## src/rtl/spi_shift_pkg.sv

```systemverilog
package spi_shift_pkg;

    typedef enum logic [1:0] {
        ST_IDLE = 2'd0,
        ST_LOW  = 2'd1,
        ST_HIGH = 2'd2
    } shift_state_e;

    localparam logic [4:0] ADDR_ENABLE = 5'h00;
    localparam logic [4:0] ADDR_DIVIDE = 5'h04;
    localparam logic [4:0] ADDR_PINDEF = 5'h08;
    localparam logic [4:0] ADDR_TXWORD = 5'h10;
    localparam logic [4:0] ADDR_SHCMD  = 5'h14;
    localparam logic [4:0] ADDR_RXWORD = 5'h18;

    localparam int CMD_GO_BIT   = 31;
    localparam int CMD_CS_LSB   = 28;
    localparam int CMD_END_BIT  = 26;

    localparam int PIN_CS_LSB   = 16;
    localparam int PIN_SCK_BIT  = 8;
    localparam int PIN_MOSI_BIT = 0;

endpackage

```

## src/rtl/spi_clk_div.sv

```systemverilog
module spi_clk_div #(
    parameter int DIV_W = 6
) (
    input  logic             clk,
    input  logic             rst_n,
    input  logic             restart,
    input  logic [DIV_W-1:0] div,
    output logic             tick
);
    logic [DIV_W-1:0] cnt_q;

    assign tick = (cnt_q >= div);

    always_ff @(posedge clk) begin
        if (!rst_n)
            cnt_q <= '0;
        else if (restart || tick)
            cnt_q <= '0;
        else
            cnt_q <= cnt_q + 1'b1;
    end

endmodule

```

## src/rtl/spi_shift_regs.sv

```systemverilog
module spi_shift_regs
    import spi_shift_pkg::*;
#(
    parameter int DATA_W = 32,
    parameter int DIV_W  = 6,
    parameter int NCS    = 3,
    parameter int CNT_W  = 5
) (
    input  logic              clk,
    input  logic              rst_n,
    input  logic              we,
    input  logic [4:0]        addr,
    input  logic [DATA_W-1:0] wdata,
    input  logic              busy,
    input  logic              done,
    input  logic [DATA_W-1:0] rx_sh,
    output logic [DATA_W-1:0] rdata,
    output logic [DIV_W-1:0]  div,
    output logic [NCS-1:0]    pin_cs,
    output logic              pin_sck,
    output logic              pin_mosi,
    output logic [DATA_W-1:0] txd,
    output logic [CNT_W-1:0]  nbits_fld,
    output logic [NCS-1:0]    sel,
    output logic              term,
    output logic              start
);
    logic              en_q;
    logic [DIV_W-1:0]  div_q;
    logic [NCS-1:0]    pcs_q;
    logic              psck_q, pmosi_q;
    logic [DATA_W-1:0] txd_q, rxd_q;
    logic [DATA_W-2:0] cmd_q;
    logic              wr_ok, cmd_wr;

    assign wr_ok  = we && en_q;
    assign cmd_wr = wr_ok && (addr == ADDR_SHCMD) && !busy;
    assign start  = cmd_wr && wdata[CMD_GO_BIT];

    assign nbits_fld = wdata[CNT_W-1:0];
    assign sel       = wdata[CMD_CS_LSB +: NCS];
    assign term      = wdata[CMD_END_BIT];

    assign div      = div_q;
    assign pin_cs   = pcs_q;
    assign pin_sck  = psck_q;
    assign pin_mosi = pmosi_q;
    assign txd      = txd_q;

    always_ff @(posedge clk) begin
        if (!rst_n) begin
            en_q    <= 1'b0;
            div_q   <= '0;
            pcs_q   <= '1;
            psck_q  <= 1'b0;
            pmosi_q <= 1'b0;
            txd_q   <= '0;
            rxd_q   <= '0;
            cmd_q   <= '0;
        end else begin
            if (we && addr == ADDR_ENABLE)
                en_q <= wdata[0];
            if (wr_ok) begin
                case (addr)
                    ADDR_DIVIDE: div_q <= wdata[DIV_W-1:0];
                    ADDR_PINDEF: begin
                        pcs_q   <= wdata[PIN_CS_LSB +: NCS];
                        psck_q  <= wdata[PIN_SCK_BIT];
                        pmosi_q <= wdata[PIN_MOSI_BIT];
                    end
                    ADDR_TXWORD: txd_q <= wdata;
                    default: ;
                endcase
            end
            if (cmd_wr)
                cmd_q <= wdata[DATA_W-2:0];
            if (done)
                rxd_q <= rx_sh;
        end
    end

    always_comb begin
        rdata = '0;
        case (addr)
            ADDR_ENABLE: rdata[0] = en_q;
            ADDR_DIVIDE: rdata[DIV_W-1:0] = div_q;
            ADDR_PINDEF: begin
                rdata[PIN_CS_LSB +: NCS] = pcs_q;
                rdata[PIN_SCK_BIT]       = psck_q;
                rdata[PIN_MOSI_BIT]      = pmosi_q;
            end
            ADDR_TXWORD: rdata = txd_q;
            ADDR_SHCMD:  rdata = {busy, cmd_q};
            ADDR_RXWORD: rdata = rxd_q;
            default:     rdata = '0;
        endcase
    end

    assert_rx_only_on_done_R7: assert property (@(posedge clk) disable iff (!rst_n)
        !done |=> $stable(rxd_q));

    assert_busy_cmd_ignored_R11: assert property (@(posedge clk) disable iff (!rst_n)
        (busy && we && addr == ADDR_SHCMD) |=> $stable(cmd_q));

endmodule

```

## src/rtl/spi_shift_fsm.sv

```systemverilog
module spi_shift_fsm
    import spi_shift_pkg::*;
#(
    parameter int DATA_W = 32,
    parameter int CNT_W  = 5,
    parameter int NCS    = 3
) (
    input  logic              clk,
    input  logic              rst_n,
    input  logic              start,
    input  logic [CNT_W-1:0]  nbits_fld,
    input  logic [NCS-1:0]    sel_in,
    input  logic              term_in,
    input  logic [DATA_W-1:0] txd,
    input  logic              tick,
    input  logic              miso,
    output logic              busy,
    output logic              done,
    output logic              frame_act,
    output logic              sck,
    output logic              mosi,
    output logic [NCS-1:0]    cs_sel,
    output logic [DATA_W-1:0] rx_sh,
    output logic              restart
);
    localparam int BIT_W = $clog2(DATA_W + 1);

    shift_state_e      state_q, state_d;
    logic [DATA_W-1:0] tx_q, rx_q;
    logic [BIT_W-1:0]  left_q, nbits;
    logic [NCS-1:0]    sel_q;
    logic              term_q, frame_q, last;

    assign nbits = (nbits_fld == '0 || int'(nbits_fld) > DATA_W)
                   ? BIT_W'(DATA_W) : BIT_W'(nbits_fld);
    assign last  = (left_q == BIT_W'(1));

    always_comb begin
        state_d = state_q;
        unique case (state_q)
            ST_IDLE: if (start) state_d = ST_LOW;
            ST_LOW:  if (tick)  state_d = ST_HIGH;
            ST_HIGH: if (tick)  state_d = last ? ST_IDLE : ST_LOW;
            default: state_d = ST_IDLE;
        endcase
    end

    always_ff @(posedge clk) begin
        if (!rst_n)
            state_q <= ST_IDLE;
        else
            state_q <= state_d;
    end

    always_ff @(posedge clk) begin
        if (!rst_n) begin
            tx_q    <= '0;
            rx_q    <= '0;
            left_q  <= '0;
            sel_q   <= '0;
            term_q  <= 1'b0;
            frame_q <= 1'b0;
        end else begin
            unique case (state_q)
                ST_IDLE: if (start) begin
                    tx_q    <= txd << (BIT_W'(DATA_W) - nbits);
                    rx_q    <= '0;
                    left_q  <= nbits;
                    sel_q   <= sel_in;
                    term_q  <= term_in;
                    frame_q <= 1'b1;
                end
                ST_LOW: if (tick)
                    rx_q <= {rx_q[DATA_W-2:0], miso};
                ST_HIGH: if (tick) begin
                    if (last)
                        frame_q <= !term_q;
                    else begin
                        tx_q   <= tx_q << 1;
                        left_q <= left_q - 1'b1;
                    end
                end
                default: ;
            endcase
        end
    end

    always_comb begin
        busy    = (state_q != ST_IDLE);
        sck     = (state_q == ST_HIGH);
        done    = (state_q == ST_HIGH) && tick && last;
        restart = (state_q == ST_IDLE);
    end

    assign mosi      = tx_q[DATA_W-1];
    assign frame_act = frame_q;
    assign cs_sel    = sel_q;
    assign rx_sh     = rx_q;

    assert_done_clears_busy_R5: assert property (@(posedge clk) disable iff (!rst_n)
        done |=> !busy);

    assert_busy_needs_start_R5: assert property (@(posedge clk) disable iff (!rst_n)
        $rose(busy) |-> $past(start));

    assert_sck_on_tick_R4: assert property (@(posedge clk) disable iff (!rst_n)
        (!tick && !start) |=> $stable(sck));

    assert_mosi_held_at_rise_R6: assert property (@(posedge clk) disable iff (!rst_n)
        $rose(sck) |-> $stable(mosi));

    assert_release_on_term_R10: assert property (@(posedge clk) disable iff (!rst_n)
        (done && term_q) |=> !frame_act);

endmodule

```

## src/rtl/spi_shift_master.sv

```systemverilog
module spi_shift_master
    import spi_shift_pkg::*;
#(
    parameter int DATA_W = 32,
    parameter int DIV_W  = 6,
    parameter int NCS    = 3
) (
    input  logic              clk,
    input  logic              rst_n,
    input  logic              bus_we,
    input  logic [4:0]        bus_addr,
    input  logic [DATA_W-1:0] bus_wdata,
    output logic [DATA_W-1:0] bus_rdata,
    output logic              spi_sck,
    output logic              spi_mosi,
    input  logic              spi_miso,
    output logic [NCS-1:0]    spi_cs_n
);
    localparam int CNT_W = $clog2(DATA_W);

    logic [DIV_W-1:0]  div;
    logic [NCS-1:0]    pin_cs, sel, cs_sel;
    logic              pin_sck, pin_mosi, term, start;
    logic [DATA_W-1:0] txd, rx_sh;
    logic [CNT_W-1:0]  nbits_fld;
    logic              busy, done, frame_act, sck, mosi, restart, tick;

    spi_shift_regs #(
        .DATA_W(DATA_W), .DIV_W(DIV_W), .NCS(NCS), .CNT_W(CNT_W)
    ) u_regs (
        .clk(clk), .rst_n(rst_n), .we(bus_we), .addr(bus_addr),
        .wdata(bus_wdata), .busy(busy), .done(done), .rx_sh(rx_sh),
        .rdata(bus_rdata), .div(div), .pin_cs(pin_cs), .pin_sck(pin_sck),
        .pin_mosi(pin_mosi), .txd(txd), .nbits_fld(nbits_fld), .sel(sel),
        .term(term), .start(start)
    );

    spi_clk_div #(.DIV_W(DIV_W)) u_div (
        .clk(clk), .rst_n(rst_n), .restart(restart), .div(div), .tick(tick)
    );

    spi_shift_fsm #(
        .DATA_W(DATA_W), .CNT_W(CNT_W), .NCS(NCS)
    ) u_fsm (
        .clk(clk), .rst_n(rst_n), .start(start), .nbits_fld(nbits_fld),
        .sel_in(sel), .term_in(term), .txd(txd), .tick(tick), .miso(spi_miso),
        .busy(busy), .done(done), .frame_act(frame_act), .sck(sck),
        .mosi(mosi), .cs_sel(cs_sel), .rx_sh(rx_sh), .restart(restart)
    );

    assign spi_cs_n = frame_act ? ~cs_sel : pin_cs;
    assign spi_sck  = frame_act ? sck     : pin_sck;
    assign spi_mosi = frame_act ? mosi    : pin_mosi;

endmodule

```

## config.mk

```make
export PLATFORM = sky130hd
export DESIGN_NAME = spi_shift_master
export DESIGN_NICKNAME = d
export VERILOG_FILES = /design/src/rtl/spi_shift_pkg.sv /design/src/rtl/spi_clk_div.sv /design/src/rtl/spi_shift_regs.sv /design/src/rtl/spi_shift_fsm.sv /design/src/rtl/spi_shift_master.sv
export SDC_FILE = /design/constraint.sdc
export NUM_CORES = 1
export LEC_CHECK = 0
export BUFFER_PORTS_ARGS = -buffer_cell sky130_fd_sc_hd__buf_2
export CAP_MARGIN = 20
export CORE_MARGIN = 3
export CORE_UTILIZATION = 40
export CTS_BUF_LIST = sky130_fd_sc_hd__clkbuf_8
export DETAILED_ROUTE_END_ITERATION = 8
export PLACE_DENSITY = 0.6
export SLEW_MARGIN = 20
export SYNTH_ARGS = -nofsm -noshare
export SYNTH_HDL_FRONTEND = slang
export SYNTH_SLANG_ARGS = --single-unit
```

## constraint.sdc

```tcl
create_clock -name clk -period 4.6 [get_ports clk]
set_clock_uncertainty 0.2 [all_clocks]
set_input_delay 0.69 -clock clk [delete_from_list [all_inputs] [get_ports clk]]
set_output_delay 0.69 -clock clk [all_outputs]
set_load 0.05 [all_outputs]
```

==> impl_metrics.json <==
{
  "synthTopCellsByArea": "dfxtp_1, nand2_1, a21boi_0, mux4_2, mux2i_1",
  "cts_sinks": 190,
  "r2r_cells": 8,
  "synth_cell_types": 70,
  "io_buffers": 77,
  "grt_max_degree": 75,
  "crit_start": "bus_addr[2]",
  "place_congestion": 0.8941,
  "holdCritPathClass": "in -> reg",
  "fill_cells": 2411,
  "path_clk_slew_ns": 0.11,
  "setup_viol": 0,
  "yosys.area.top_type": "dfxtp_1",
  "status": "complete, no violations",
  "crit_fanout": 24,
  "synth.ff_latch_count": 190,
  "core-area_sq_mm": 0.02446,
  "r2r_setup_slack_ns": 1.46,
  "area_delta_synth_final_pct": 8.478,
  "syn_nets": 1217,
  "htree_levels": 4,
  "cts_setup_buffers": 0,
  "drtIter0Drc": 756,
  "gr-total-overflow": 0,
  "place_area_sq_mm": 0.01048,
  "final_area_sq_mm": 0.01089,
  "final-hold-violation-count": 0,
  "synth_top_area_share_pct": 37.91,
  "synth_warnings": 0,
  "yosysSeqAreaShare_pct": 37.91,
  "fin_nets": 1233,
  "grt_usage_pct": 21.32,
  "worstSetupEndpointType": "output pin",
  "grt_pass1_wl_um": 45730,
  "die_h_um": 164.4,
  "antenna_found_initial": 0,
  "synth_flop_cell": "dfxtp_1",
  "synth_area_sq_mm": 0.01003,
  "cp.required_ns": 3.71,
  "die_w_um": 164.4,
  "ant_nets": 0,
  "post-place-ws_ns": 1.148,
  "clk_path_buf_depth": 2,
  "synth_most_common_cell": "nand2_1",
  "r2r-end": "u_fsm.tx_q[30]$_SDFFE_PN0P_",
  "cts-resized-gates": 0,
  "clockRootBuffer": "clkbuf_8",
  "firstDrtPassIters": 8,
  "r2r-start": "u_regs.div[5]$_SDFFE_PN0P_",
  "synth.avg_cell_area_sq_um": 8.606,
  "fmax_mhz": 290.5,
  "routed_wl_um": 28810,
  "finalCritPeriodShare_pct": 74.84,
  "drive_gt1_share_pct": 16.58,
  "endpoint": "bus_rdata[21]",
  "setup_ws_ns": 1.157,
  "leakagePower_uw": 0.003942,
  "dieArea_sq_mm": 0.02702,
  "fin_crit_ns": 3.443,
  "num_vias": 8666,
  "drt_drc_violations_left": 0,
  "max-cap-violations": 0,
  "p_per_area_mw_per_mm2": 275.6,
  "start_kind": "input port",
  "tns_ns": 0,
  "arrival_ns": 2.55,
  "wire_per_inst_um": 18.98,
  "io_pins": 78,
  "maxSlewHeadroom_pct": 37.50,
  "postCtsHoldBufs": 0,
  "rows": 57,
  "tightestPinTransition_ns": 0.9328,
  "start_util_pct": 41.02,
  "insertion_delay_ns": 0.48,
  "synth_common_cells": "nand2_1, dfxtp_1, a21boi_0, nor2_1, clkbuf_1",
  "drv_slew": 0,
  "rsz0062_at_grt": "false",
  "vias_per_cell": 5.709,
  "dp_hpwl_um": 19690,
  "syn_inst": 1166,
  "ir_drop_mv": 0.1628,
  "cts_buffers": 17,
  "postSynth.asyncResetShare_pct": 0,
  "grt_pass1_vias": 8075,
  "worstSetupPathType": "in -> out",
  "antenna_cells": 0,
  "synth-edff-count": 0,
  "tritoncts": "built"
}
registers in the layout (all words and copies together), names as in the netlist, 3 cells and up:
register	flops
u_fsm.left_q	6
u_regs.pin_cs	3
u_regs.cmd_q	31
u_fsm.cs_sel	3
u_regs.rxd_q	32
u_regs.div	6
u_fsm.tx_q	32
u_div.cnt_q	6
u_regs.txd	32
u_fsm.rx_sh	32
final cells by class:
cell class              instances  area, sq um  share of cell area [%]
clock buffers                  17        234.0                   2.149
flip-flops and latches        190         3804                   34.94
inverters                      36        135.1                   1.241
clock inverters                14        168.9                   1.552
repair buffers                 97        538.0                   4.943
well taps                     324        405.4                   3.724
multi-input cells             840         5600                   51.45
kinds of logic (layout without fill, tap and decap cells):
family	after synthesis	in the layout	synth area share, %
AOI/OAI and AO/OA	308	308	23.83
xor gates and xnor gates	9	9	0.9353
adders and majority gates	10	10	1.247
buffers and inverters	136	164	6.446
DFF	190	190	37.91
muxes	64	64	9.738
and+or+nand+nor	449	449	19.90
critical path, stage by stage:
cell and delay [ns]:
buf_2 0.14, nor4_4 0.52, and2_1 0.31, buf_4 0.35, a222oi_1 0.18, inv_1 0.08
buf_2 0.26
how the worst min path moves through the flow:
stage | from | end | slack, ns | cells after the start
5_1_grt | bus_wdata[7] | u_regs.txd[7]$_SDFFE_PN0P_ | 0.23 | 3
4_1_cts | bus_wdata[7] | u_regs.txd[7]$_SDFFE_PN0P_ | 0.22 | 3
2_1_floorplan | u_div.cnt_q[0]$_SDFF_PP0_ | u_div.cnt_q[0]$_SDFF_PP0_ | 0.23 | 1
3_3_place_gp | u_fsm.rx_sh[31]$_SDFFE_PN0P_ | u_regs.rxd_q[31]$_SDFFE_PN0P_ | 0.24 | 2
6_report | bus_wdata[7] | u_regs.txd[7]$_SDFFE_PN0P_ | 0.25 | 3
3_5_place_dp | u_fsm.tx_q[0]$_SDFFE_PN0P_ | u_fsm.tx_q[0]$_SDFFE_PN0P_ | 0.25 | 2
placed cells by master, fill, tap and decap left out, types with 10 or more instances in the layout:
cell type and n:
mux2i_1 31, dfxtp_1 190, nor2_1 53, a221oi_2 10, mux4_2 26, nand3_1 29, a22oi_1 38, a222oi_1 22
inv_1 36, a21boi_0 98, buf_2 76, a21oi_1 22, nor2b_1 44, nand2_1 283, buf_4 21, ha_1 10
clkbuf_8 17, o21ai_0 33
per-layer routing:
metal	track usage, %	share of wire [%]	vias up
met1	30.22	47	4155
met5	0	0	-
met4	5.642	1.7	0
met3	3.411	5.7	44
li1	-	-	4145
met2	33.95	46	322
through the flow:
| step | hold slack (ns) | utilization, % | total power, uW | instances |
|---|---|---|---|---|
| global route | 0.2310 | 44.50 | 3103 | 1518 |
| finish | 0.2461 | 44.50 | 3000 | 1518 |
| CTS | 0.2185 | 44.49 | 3018 | 1518 |
| floorplan | 0.2297 | - | 1847 | 1166 |
| global placement | 0.2425 | 42.84 | 1907 | 1487 |
| detailed placement | 0.2468 | 42.84 | 1905 | 1487 |
power breakdown:
| group | switching, uW | leakage (uW) | internal, uW |
|---|---|---|---|
| Clock | 712 | 0.000200 | 417 |
| Sequential | 0.215 | 0.00153 | 1640 |
| Combinational | 146 | 0.00221 | 80.7 |
| Total | 858 | 0.00394 | 2140 |
No activity file was read; power rests on OpenSTA's default activity.
